### config.mk
export PLATFORM = sky130hd
export DESIGN_NAME = banked_regfile
export DESIGN_NICKNAME = d
export VERILOG_FILES = /design/src/rtl/bank_pkg.sv /design/src/rtl/bank_map.sv /design/src/rtl/gpr_store.sv /design/src/rtl/status_regs.sv /design/src/rtl/banked_regfile.sv
export SDC_FILE = /design/constraint.sdc
export NUM_CORES = 2
export LEC_CHECK = 0
export BUFFER_PORTS_ARGS = -buffer_cell sky130_fd_sc_hd__buf_2
export CAP_MARGIN = 30
export CORE_MARGIN = 1.5
export CORE_UTILIZATION = 56
export DETAILED_ROUTE_END_ITERATION = 8
export PLACE_DENSITY_LB_ADDON = 0.2
export SKIP_CTS_REPAIR_TIMING = 1
export SYNTH_ARGS = -nofsm -noshare
export SYNTH_HDL_FRONTEND = slang
export SYNTH_SLANG_ARGS = --single-unit
export TNS_END_PERCENT = 50
### constraint.sdc
create_clock -name clk -period 4.97 [get_ports clk]
set_input_delay 0.497 -clock clk [delete_from_list [all_inputs] [get_ports clk]]
set_output_delay 0.497 -clock clk [all_outputs]
set_load 0.03 [all_outputs]
### src/rtl/bank_pkg.sv
package bank_pkg;
  localparam int XLEN   = 32;
  localparam int NPHYS  = 30;
  localparam int NSPSR  = 5;
  localparam int PW     = $clog2(NPHYS);
  localparam int SW     = $clog2(NSPSR);
  localparam logic [XLEN-1:0] STATUS_MASK  = 32'hF000_00FF;
  localparam logic [XLEN-1:0] STATUS_RESET = 32'h0000_00D3;

  localparam logic [4:0] ENC_USR = 5'b10000;
  localparam logic [4:0] ENC_FIQ = 5'b10001;
  localparam logic [4:0] ENC_IRQ = 5'b10010;
  localparam logic [4:0] ENC_SVC = 5'b10011;
  localparam logic [4:0] ENC_ABT = 5'b10111;
  localparam logic [4:0] ENC_UND = 5'b11011;
  localparam logic [4:0] ENC_SYS = 5'b11111;

  typedef enum logic [2:0] {
    MK_USR = 3'd0, MK_FIQ = 3'd1, MK_IRQ = 3'd2, MK_SVC = 3'd3,
    MK_ABT = 3'd4, MK_UND = 3'd5, MK_SYS = 3'd6
  } mode_kind_t;

  function automatic mode_kind_t decode_mode(logic [4:0] enc);
    case (enc)
      ENC_FIQ: return MK_FIQ;
      ENC_IRQ: return MK_IRQ;
      ENC_SVC: return MK_SVC;
      ENC_ABT: return MK_ABT;
      ENC_UND: return MK_UND;
      ENC_SYS: return MK_SYS;
      default: return MK_USR;
    endcase
  endfunction

  // Physical layout: 0-7 shared, 8-12 user hi, 13-17 fiq hi,
  // 18/19 user sp/lr, then pairs for fiq, irq, svc, abt, und.
  function automatic logic [PW-1:0] phys_index(mode_kind_t k, logic [3:0] idx);
    logic [PW-1:0] base;
    if (idx == 4'd15) return '0;
    if (idx < 4'd8) return PW'(idx);
    if (idx < 4'd13) return (k == MK_FIQ) ? PW'(idx) + PW'(5) : PW'(idx);
    case (k)
      MK_FIQ:  base = PW'(20);
      MK_IRQ:  base = PW'(22);
      MK_SVC:  base = PW'(24);
      MK_ABT:  base = PW'(26);
      MK_UND:  base = PW'(28);
      default: base = PW'(18);
    endcase
    return base + PW'(idx - 4'd13);
  endfunction

  function automatic logic owns_spsr(mode_kind_t k);
    return (k != MK_USR) && (k != MK_SYS);
  endfunction

  function automatic logic [SW-1:0] spsr_slot(mode_kind_t k);
    return owns_spsr(k) ? SW'(k) - SW'(1) : '0;
  endfunction
endpackage

### src/rtl/bank_map.sv
module bank_map
  import bank_pkg::*;
(
  input  logic          clk,
  input  logic          rst_n,
  input  logic [4:0]    mode_i,
  input  logic [3:0]    idx_a,
  input  logic [3:0]    idx_b,
  input  logic [3:0]    idx_w,
  output logic [PW-1:0] phys_a,
  output logic [PW-1:0] phys_b,
  output logic [PW-1:0] phys_w,
  output logic          spsr_valid,
  output logic [SW-1:0] spsr_sel
);
  mode_kind_t kind;

  always_comb begin
    kind       = decode_mode(mode_i);
    phys_a     = phys_index(kind, idx_a);
    phys_b     = phys_index(kind, idx_b);
    phys_w     = phys_index(kind, idx_w);
    spsr_valid = owns_spsr(kind);
    spsr_sel   = spsr_slot(kind);
  end

  assert_phys_in_range_R3: assert property (@(posedge clk) disable iff (!rst_n)
    (phys_a < PW'(NPHYS)) && (phys_w < PW'(NPHYS)));
  assert_spsr_slot_range_R9: assert property (@(posedge clk) disable iff (!rst_n)
    spsr_valid |-> (spsr_sel < SW'(NSPSR)));
endmodule

### src/rtl/gpr_store.sv
module gpr_store
  import bank_pkg::*;
#(
  parameter int W = XLEN,
  parameter int N = NPHYS,
  parameter int A = PW
) (
  input  logic         clk,
  input  logic         rst_n,
  input  logic         wr_fire,
  input  logic [A-1:0] wr_phys,
  input  logic [W-1:0] wr_data,
  input  logic [A-1:0] rd_a_phys,
  input  logic [A-1:0] rd_b_phys,
  output logic [W-1:0] rd_a_data,
  output logic [W-1:0] rd_b_data
);
  logic [N-1:0][W-1:0] regs;

  always_ff @(posedge clk or negedge rst_n) begin
    if (!rst_n) regs <= '0;
    else if (wr_fire) regs[wr_phys] <= wr_data;
  end

  assign rd_a_data = regs[rd_a_phys];
  assign rd_b_data = regs[rd_b_phys];

  assert_write_lands_R6: assert property (@(posedge clk) disable iff (!rst_n)
    wr_fire |=> regs[$past(wr_phys)] == $past(wr_data));
  assert_idle_stable_R10: assert property (@(posedge clk) disable iff (!rst_n)
    !wr_fire |=> $stable(regs));
endmodule

### src/rtl/status_regs.sv
module status_regs
  import bank_pkg::*;
#(
  parameter int W = XLEN,
  parameter int S = NSPSR,
  parameter int B = SW
) (
  input  logic         clk,
  input  logic         rst_n,
  input  logic         spsr_valid,
  input  logic [B-1:0] spsr_sel,
  input  logic         cpsr_we,
  input  logic [W-1:0] cpsr_wd,
  input  logic         spsr_we,
  input  logic [W-1:0] spsr_wd,
  output logic [W-1:0] cpsr_o,
  output logic [W-1:0] spsr_o
);
  logic [W-1:0]        cpsr_q;
  logic [S-1:0][W-1:0] spsr_q;
  logic                spsr_fire;

  assign spsr_fire = spsr_we && spsr_valid;

  always_ff @(posedge clk or negedge rst_n) begin
    if (!rst_n) begin
      cpsr_q <= STATUS_RESET;
      spsr_q <= '0;
    end else begin
      if (cpsr_we)   cpsr_q           <= cpsr_wd & STATUS_MASK;
      if (spsr_fire) spsr_q[spsr_sel] <= spsr_wd & STATUS_MASK;
    end
  end

  assign cpsr_o = cpsr_q;
  assign spsr_o = spsr_valid ? spsr_q[spsr_sel] : cpsr_q;

  assert_cpsr_masked_write_R8: assert property (@(posedge clk) disable iff (!rst_n)
    cpsr_we |=> cpsr_o == ($past(cpsr_wd) & STATUS_MASK));
  assert_spsr_ignored_R9: assert property (@(posedge clk) disable iff (!rst_n)
    (spsr_we && !spsr_valid) |=> $stable(spsr_q));
  assert_spsr_alias_R9: assert property (@(posedge clk) disable iff (!rst_n)
    !spsr_valid |-> spsr_o == cpsr_o);
endmodule

### src/rtl/banked_regfile.sv
module banked_regfile
  import bank_pkg::*;
(
  input  logic        clk,
  input  logic        rst_n,
  input  logic [4:0]  mode_i,
  input  logic [3:0]  rd_a_idx,
  output logic [31:0] rd_a_data,
  input  logic [3:0]  rd_b_idx,
  output logic [31:0] rd_b_data,
  input  logic        wr_en,
  input  logic [3:0]  wr_idx,
  input  logic [31:0] wr_data,
  input  logic        pc_wr_en,
  input  logic [31:0] pc_wr_data,
  output logic [31:0] pc_o,
  input  logic        cpsr_wr_en,
  input  logic [31:0] cpsr_wr_data,
  output logic [31:0] cpsr_o,
  input  logic        spsr_wr_en,
  input  logic [31:0] spsr_wr_data,
  output logic [31:0] spsr_o
);
  localparam logic [3:0] PC_IDX = 4'd15;

  logic [PW-1:0]   phys_a, phys_b, phys_w;
  logic            spsr_valid;
  logic [SW-1:0]   spsr_sel;
  logic [XLEN-1:0] gpr_a, gpr_b;
  logic [XLEN-1:0] pc_q;
  logic            gpr_wr_fire;
  logic            pc_idx_write;

  assign pc_idx_write = wr_en && (wr_idx == PC_IDX);
  assign gpr_wr_fire  = wr_en && !pc_idx_write;

  bank_map map_i (
    .clk(clk), .rst_n(rst_n), .mode_i(mode_i),
    .idx_a(rd_a_idx), .idx_b(rd_b_idx), .idx_w(wr_idx),
    .phys_a(phys_a), .phys_b(phys_b), .phys_w(phys_w),
    .spsr_valid(spsr_valid), .spsr_sel(spsr_sel)
  );

  gpr_store store_i (
    .clk(clk), .rst_n(rst_n), .wr_fire(gpr_wr_fire), .wr_phys(phys_w),
    .wr_data(wr_data), .rd_a_phys(phys_a), .rd_b_phys(phys_b),
    .rd_a_data(gpr_a), .rd_b_data(gpr_b)
  );

  status_regs status_i (
    .clk(clk), .rst_n(rst_n), .spsr_valid(spsr_valid), .spsr_sel(spsr_sel),
    .cpsr_we(cpsr_wr_en), .cpsr_wd(cpsr_wr_data),
    .spsr_we(spsr_wr_en), .spsr_wd(spsr_wr_data),
    .cpsr_o(cpsr_o), .spsr_o(spsr_o)
  );

  always_ff @(posedge clk or negedge rst_n) begin
    if (!rst_n) pc_q <= '0;
    else if (pc_wr_en) pc_q <= pc_wr_data;
  end

  assign pc_o      = pc_q;
  assign rd_a_data = (rd_a_idx == PC_IDX) ? pc_q : gpr_a;
  assign rd_b_data = (rd_b_idx == PC_IDX) ? pc_q : gpr_b;

  assert_idx15_reads_pc_R7: assert property (@(posedge clk) disable iff (!rst_n)
    (rd_a_idx == PC_IDX) |-> rd_a_data == pc_o);
  assert_pc_only_own_strobe_R7: assert property (@(posedge clk) disable iff (!rst_n)
    !pc_wr_en |=> $stable(pc_o));
  assert_pc_write_lands_R7: assert property (@(posedge clk) disable iff (!rst_n)
    pc_wr_en |=> pc_o == $past(pc_wr_data));
endmodule

## Word-level counts from Yosys, hierarchy flattened

Index checks and enable logic that the tools add are counted.

| storage, ports and cells | value |
|---|---|
| input bits | 151 |
| output and inout bits | 160 |
| bits in registers | 1164 |
| word-level logic and storage cells | 148 |

| cells by class | value |
|---|---|
| $add $sub $neg | 10 |
| mux-type cells | 66 |
| eq/ne operators | 15 |
| order comparisons | 12 |
| reduce and logical (&&, ||, !) cells | 8 |

Operators with widths:

| kind | number |
|---|---|
| $bwmux 960 | 1 |
| $bmux 32 s5 | 2 |
| $mux 32 | 8 |
| $bwmux 160 | 1 |
| $demux 32 s5 | 1 |
| $mux 5 | 30 |
| $bmux 32 s3 | 1 |
| $demux 32 s3 | 1 |
| $eq 5x5->1 const B | 6 |
| $lt 4x4->1 const B | 6 |
| $pmux 4 s5 | 1 |
| $lt 5x6->1 const B | 3 |
| $mux 1 | 18 |
| $pmux 3 s6 | 1 |
| $add 4x3->5 const B | 3 |
| $add 5x5->5 | 3 |
| $sub 4x4->5 const B | 3 |
| $eq 4x4->1 const B | 3 |
| $eq 3x2->1 const B | 2 |
| $eq 3x3->1 const B | 2 |
| $logic_and 1x1->1 | 6 |
| $ge 5x1->1 const B | 1 |
| $lt 3x4->1 const B | 1 |
| $eq 3x1->1 const B | 1 |
| other kinds (6) | 6 |

## Logic depth before layout (Yosys ltp)

| depth | value |
|---|---|
| word-level depth | 17 |
| mapped depth | 23 |
| gate-level depth less buffers | 20 |

## Hierarchy

Synthesis repeated with hierarchy kept, for this count alone.

| unflattened totals | value |
|---|---|
| cell total of the unflattened synthesis | 4041 |
| area total of the unflattened synthesis | 58643.7 um^2 |

Modules (own cells, without submodules):

| module | sequential area each (um^2) | instances | cells an instance | area an instance (um^2) |
|---|---|---|---|---|
| gpr_store | 24023.0 | 1 | 3426 | 51435.6 |
| status_regs | 1808.0 | 1 | 306 | 3733.6 |
| banked_regfile | 800.8 | 1 | 142 | 2255.9 |
| bank_map | 0.0 | 1 | 167 | 1218.7 |

## Worst setup path before layout

No wires, ideal clock.

| path | value |
|---|---|
| kind | input to output |
| start point | input port mode_i[3] |
| end point | output port rd_a_data[30] |
| required time | 4.473 ns |
| buffers on the path | 4 |
| arrival time | 4.845 ns |
| cell stages on the path | 19 |
| path slack | -0.372 ns |
| cells stage by stage | nor2b_1 -> or3_1 -> clkbuf_1 -> inv_1 -> ha_1 -> clkbuf_1 -> a32oi_1 -> xnor2_1 -> ha_1 -> fa_1 -> xor2_1 -> nor2_1 -> a211oi_1 -> clkbuf_1 -> clkbuf_1 -> o31ai_1 -> a221oi_1 -> a21oi_1 -> a211oi_1 |

| on the way | value |
|---|---|
| cells in the longest elaborated chain, start to end | 14 |
| elaborated cells on any way between the ends | 25 |
| classes of those cells | add/sub: 1; eq/ne: 11; mux: 13 |

Ends and longest elaborated chain:

| what | line | RTL |
|---|---|---|
| from (decl) | banked_regfile.sv:6 | `input logic [4:0] mode_i,` |
| $eq 5x5->1 | bank_pkg.sv:24 | `case (enc)` |
| $pmux 3 s6 * | bank_pkg.sv:24 |  |
| $eq 3x3->1 (tied with other cells) | bank_pkg.sv:42 | `case (k)` |
| $pmux 4 s5 | bank_pkg.sv:42 |  |
| $mux 5 | bank_pkg.sv:42 |  |
| $mux 5 | bank_pkg.sv:41 | `if (idx < 4'd13) return (k == MK_FIQ) ? PW'(idx) + PW'(5) : PW'(idx);` |
| $mux 5 | bank_pkg.sv:40 | `if (idx < 4'd8) return PW'(idx);` |
| $add 5x5->5 | bank_pkg.sv:50 | `return base + PW'(idx - 4'd13);` |
| $mux 5 * | bank_pkg.sv:42 |  |
| $mux 5 * | bank_pkg.sv:41 |  |
| $mux 5 * | bank_pkg.sv:40 |  |
| $bmux 32 s5 * | gpr_store.sv:25 | `assign rd_a_data = regs[rd_a_phys];` |
| $mux 32 (implied by the code) * | gpr_store.sv:25 |  |
| $mux 32 * | banked_regfile.sv:63 | `assign rd_a_data = (rd_a_idx == PC_IDX) ? pc_q : gpr_a;` |
| to (decl) | banked_regfile.sv:8 | `output logic [31:0] rd_a_data,` |

Mark *: on every way between the ends. The rest lies on a longest branch, timed or not. The select of a mux whose other input is x is not followed.

## Worst setup path after layout

| path | value |
|---|---|
| start point | input port mode_i[3] |
| end point | output port rd_a_data[31] |

The elaborated chain is that of the path after synthesis.

==> flow_metrics.py <==
metrics = {
    "yosys": {
        "ys_top_cells_by_area": "dfrtp_1, mux2_2, nand2_1",
        "syn_area_sq_um": 59100,
        "synthMuxAreaShare_pct": 27.5,
        "synthDistinctLibCells": 74,
        "ys_ff_latch": 1064,
        "yosys.area_share.simple_pct": 11.3,
        "synth_top_area_share_pct": 44.9,
        "yosysWarnings": 0,
        "synth_seq_area_share_pct": 45.1,
        "synth_top_family_by_area": "multiplexers",
        "synth_xor_area_share_pct": 0.193,
        "synth_compound_area_share_pct": 10.9,
        "yosysTopAreaCell": "dfrtp_1",
        "async_flop_share_pct": 100,
        "avgSynthCellArea_sq_um": 10.6,
        "synthAdderAreaFrac_pct": 0.589,
        "yosys_most_used_dff": "dfrtp_1",
        "synthCells": 5575,
        "synth_edf_count": 0,
    },
    "hold_path": {
        "hold_class": "input pin to register",
        "hold-path-cell-count": 2,
        "hold_path_end": "pc_o[12]",
        "hp-start": "pc_wr_data[12]",
    },
    "detailed_routing": {
        "antenna_left": 0,
        "wl_per_cell_um": 29.8,
        "drt_first_pass_iters": 8,
        "routed_wl_mm": 221,
        "drc": 0,
        "viasPerCell": 6.87,
        "vias": 50900,
        "drt_iter0_markers": 6615,
    },
    "clock_tree": {
        "clock_sinks": 1064,
        "root_buffer": "clkbuf_16",
        "htreeDepth": 3,
        "path_clk_slew_ns": 0.07,
        "cts_tree": "yes",
        "clock_latency_ns": 0.70,
        "cts_buffer_depth": 3,
        "cts_buffers": 113,
    },
    "floorplan": {
        "core_sq_um": 104000,
        "initial_core_util_pct": 56.7,
        "fp.dieW_um": 328,
        "die-area_sq_um": 107000,
        "rows": 118,
        "io_pins": 311,
        "dieHeight_um": 328,
    },
    "sta": {
        "fmax_mhz": 193,
        "finalSetupTns_ns": -2.41,
        "grt_setup_unrepaired": "yes",
        "setup_viol": 48,
        "fin_crit_sh_pct": 104,
        "fin_skew_ns": 0,
        "worst_slew_pin_slew_ns": 0.924,
        "finalHoldViolCount": 11,
        "fin_crit_ns": 5.19,
        "slew-limit-headroom_pct": 38.0,
        "setup_slack_ns": -0.216,
        "holdWs_ns": -0.0113,
        "slew_viol_final": 0,
    },
    "run_status": {
        "status": "finished, violations left",
        "violations": "negative hold slack, negative setup slack",
    },
    "grt": {
        "overflow": 0,
        "grt_pass1_wl_mm": 321,
        "grt_usage_pct": 39.8,
        "antenna_found_initial": 7,
        "grt_max_degree": 137,
        "grt_pass1_vias": 49200,
    },
    "worst_setup_path": {
        "regToRegEndpoint": "pc_o[31]",
        "cp_max_fo": 7,
        "timing.rr.start": "pc_o[31]",
        "cp.required_ns": 4.47,
        "arrival_ns": 4.69,
        "rrSetupSlack_ns": 3.86,
        "critPathCaptureType": "output pin",
        "crit_type": "input pin to output pin",
        "reg2regPathDepth": 1,
        "start_kind": "input pin",
    },
    "flow_run": {
        "maxCapViolCount": 0,
    },
    "placement": {
        "post-place-cells": 7135,
        "portBuffers": 230,
        "finalWeightedCongestion": 0.949,
        "dp_hpwl_mm": 142,
    },
    "pwr": {
        "leakagePower_nw": 32.0,
        "p_per_area_nw_per_um2": 430,
        "finalPower_mw": 30.9,
        "vdd_ir_drop_max_v": 0.000343,
    },
    "cells_and_area": {
        "final_util_pct": 69.1,
        "drive_gt1_share_pct": 39.0,
        "nets": 6101,
        "fill_cells": 7559,
        "stdcell_count": 7402,
        "syn_to_final_growth_pct": 21.7,
    },
}
-- kinds of logic after synthesis --
family,Yosys count
xor+xnor,13
fa+ha+maj,26
compound gates,970
other cells,1
simple gates,1501
mux,1403
buf+inv,597
flops,1064
-- flip-flops by register name, indices dropped and copies added, names as in the netlist --
signal / flops
status_i.spsr_q: 60
store_i.regs: 960
status_i.cpsr_o: 12
pc_o: 32
-- placed cells by master (no fill, tap or decap), drive strengths merged, types with 10 or more instances in the layout --
| cell | count |
|---|---|
| a22oi | 33 |
| nand2 | 924 |
| clkbuf | 183 |
| clkinv | 24 |
| xnor2 | 10 |
| conb | 40 |
| nor3 | 39 |
| mux4 | 62 |
| and4 | 31 |
| o2bb2ai | 32 |
| a211oi | 78 |
| o22ai | 106 |
| o21ai | 153 |
| buf | 751 |
| o32ai | 31 |
| dfrtp | 1059 |
| a2111oi | 64 |
| a31oi | 68 |
| inv | 23 |
| a21oi | 271 |
| ha | 23 |
| mux2 | 1127 |
| o221a | 32 |
| mux2i | 214 |
| o221ai | 33 |
| dlygate4sd3 | 10 |
| o211ai | 33 |
| and3 | 108 |
| nor2 | 56 |
| nand3 | 298 |
-- worst max-delay path, stage by stage --
cell	delay [ns]
buf_6	0.10
nor2b_4	0.12
or3_4	0.37
buf_6	0.15
inv_4	0.08
ha_4	0.15
a32oi_4	0.14
buf_6	0.15
xnor2_1	0.11
ha_2	0.19
fa_1	0.58
nor2_4	0.06
o31a_4	0.36
a211o_4	0.43
buf_4	0.20
a21oi_1	0.15
nor3_1	0.08
and4_1	0.20
a31oi_1	0.22
buf_4	0.21
buf_6	0.14
-- metrics by stage --
stage          area [sq um]  setup slack (ns)
2_1_floorplan         59600            0.0436
3_3_place_gp          66000            -0.779
3_5_place_dp          66000            -0.769
4_1_cts               69800            -0.793
5_1_grt               71900            -0.260
6_report              71900            -0.216
-- synthesized netlist by cell type (all sizes together) (33+ instances only) --
master	count
o211ai	33
mux2	1127
mux2i	214
a21oi	271
a22oi	33
dfrtp	1059
and3	108
a2111oi	64
nor2	56
o21ai	153
nand3	298
clkbuf	322
buf	256
nor3	39
nand2	924
a211oi	78
mux4	62
a31oi	68
o22ai	106
o221ai	33
-- report_power, final --
part	internal [mW]	switching, mW	total (mW)
sequential	10.8	1.80	12.6
combinational	4.53	4.97	9.50
clock	5.05	3.76	8.82
total	20.4	10.5	30.9
-- how the worst max path moves through the flow --
stage | start | end | slack, ns | cells after the start
after CTS | mode_i[3] | rd_b_data[28] | -0.79 | 20
after global routing | mode_i[2] | rd_b_data[10] | -0.26 | 25
after floorplan | mode_i[3] | rd_b_data[0] | 0.04 | 19
final | mode_i[3] | rd_a_data[31] | -0.22 | 21
after detailed placement | mode_i[3] | rd_b_data[28] | -0.77 | 20
after global placement | mode_i[3] | rd_b_data[28] | -0.78 | 22
-- routing by layer --
layer	GRT usage (%)	vias up	routed length (um)
met2	59.7	3472	97100
met1	52.5	25600	83000
met3	9.57	869	25100
met4	23.7	10	15400
li1	-	21000	-
met5	0	-	73
-- cell type report --
type                       instances  area [sq um]  area share [%]
antenna                            7          17.5          0.0244
clock buffer                     171          3390            4.71
clock inverter                    35           447           0.621
inverter                          19          76.3           0.106
multi-input combinational       3953         31600            43.9
sequential                      1064         26600            37.1
tap                             1380          1730            2.40
timing repair buffer             773          8020            11.2
Power figures use the tool's default switching activity.
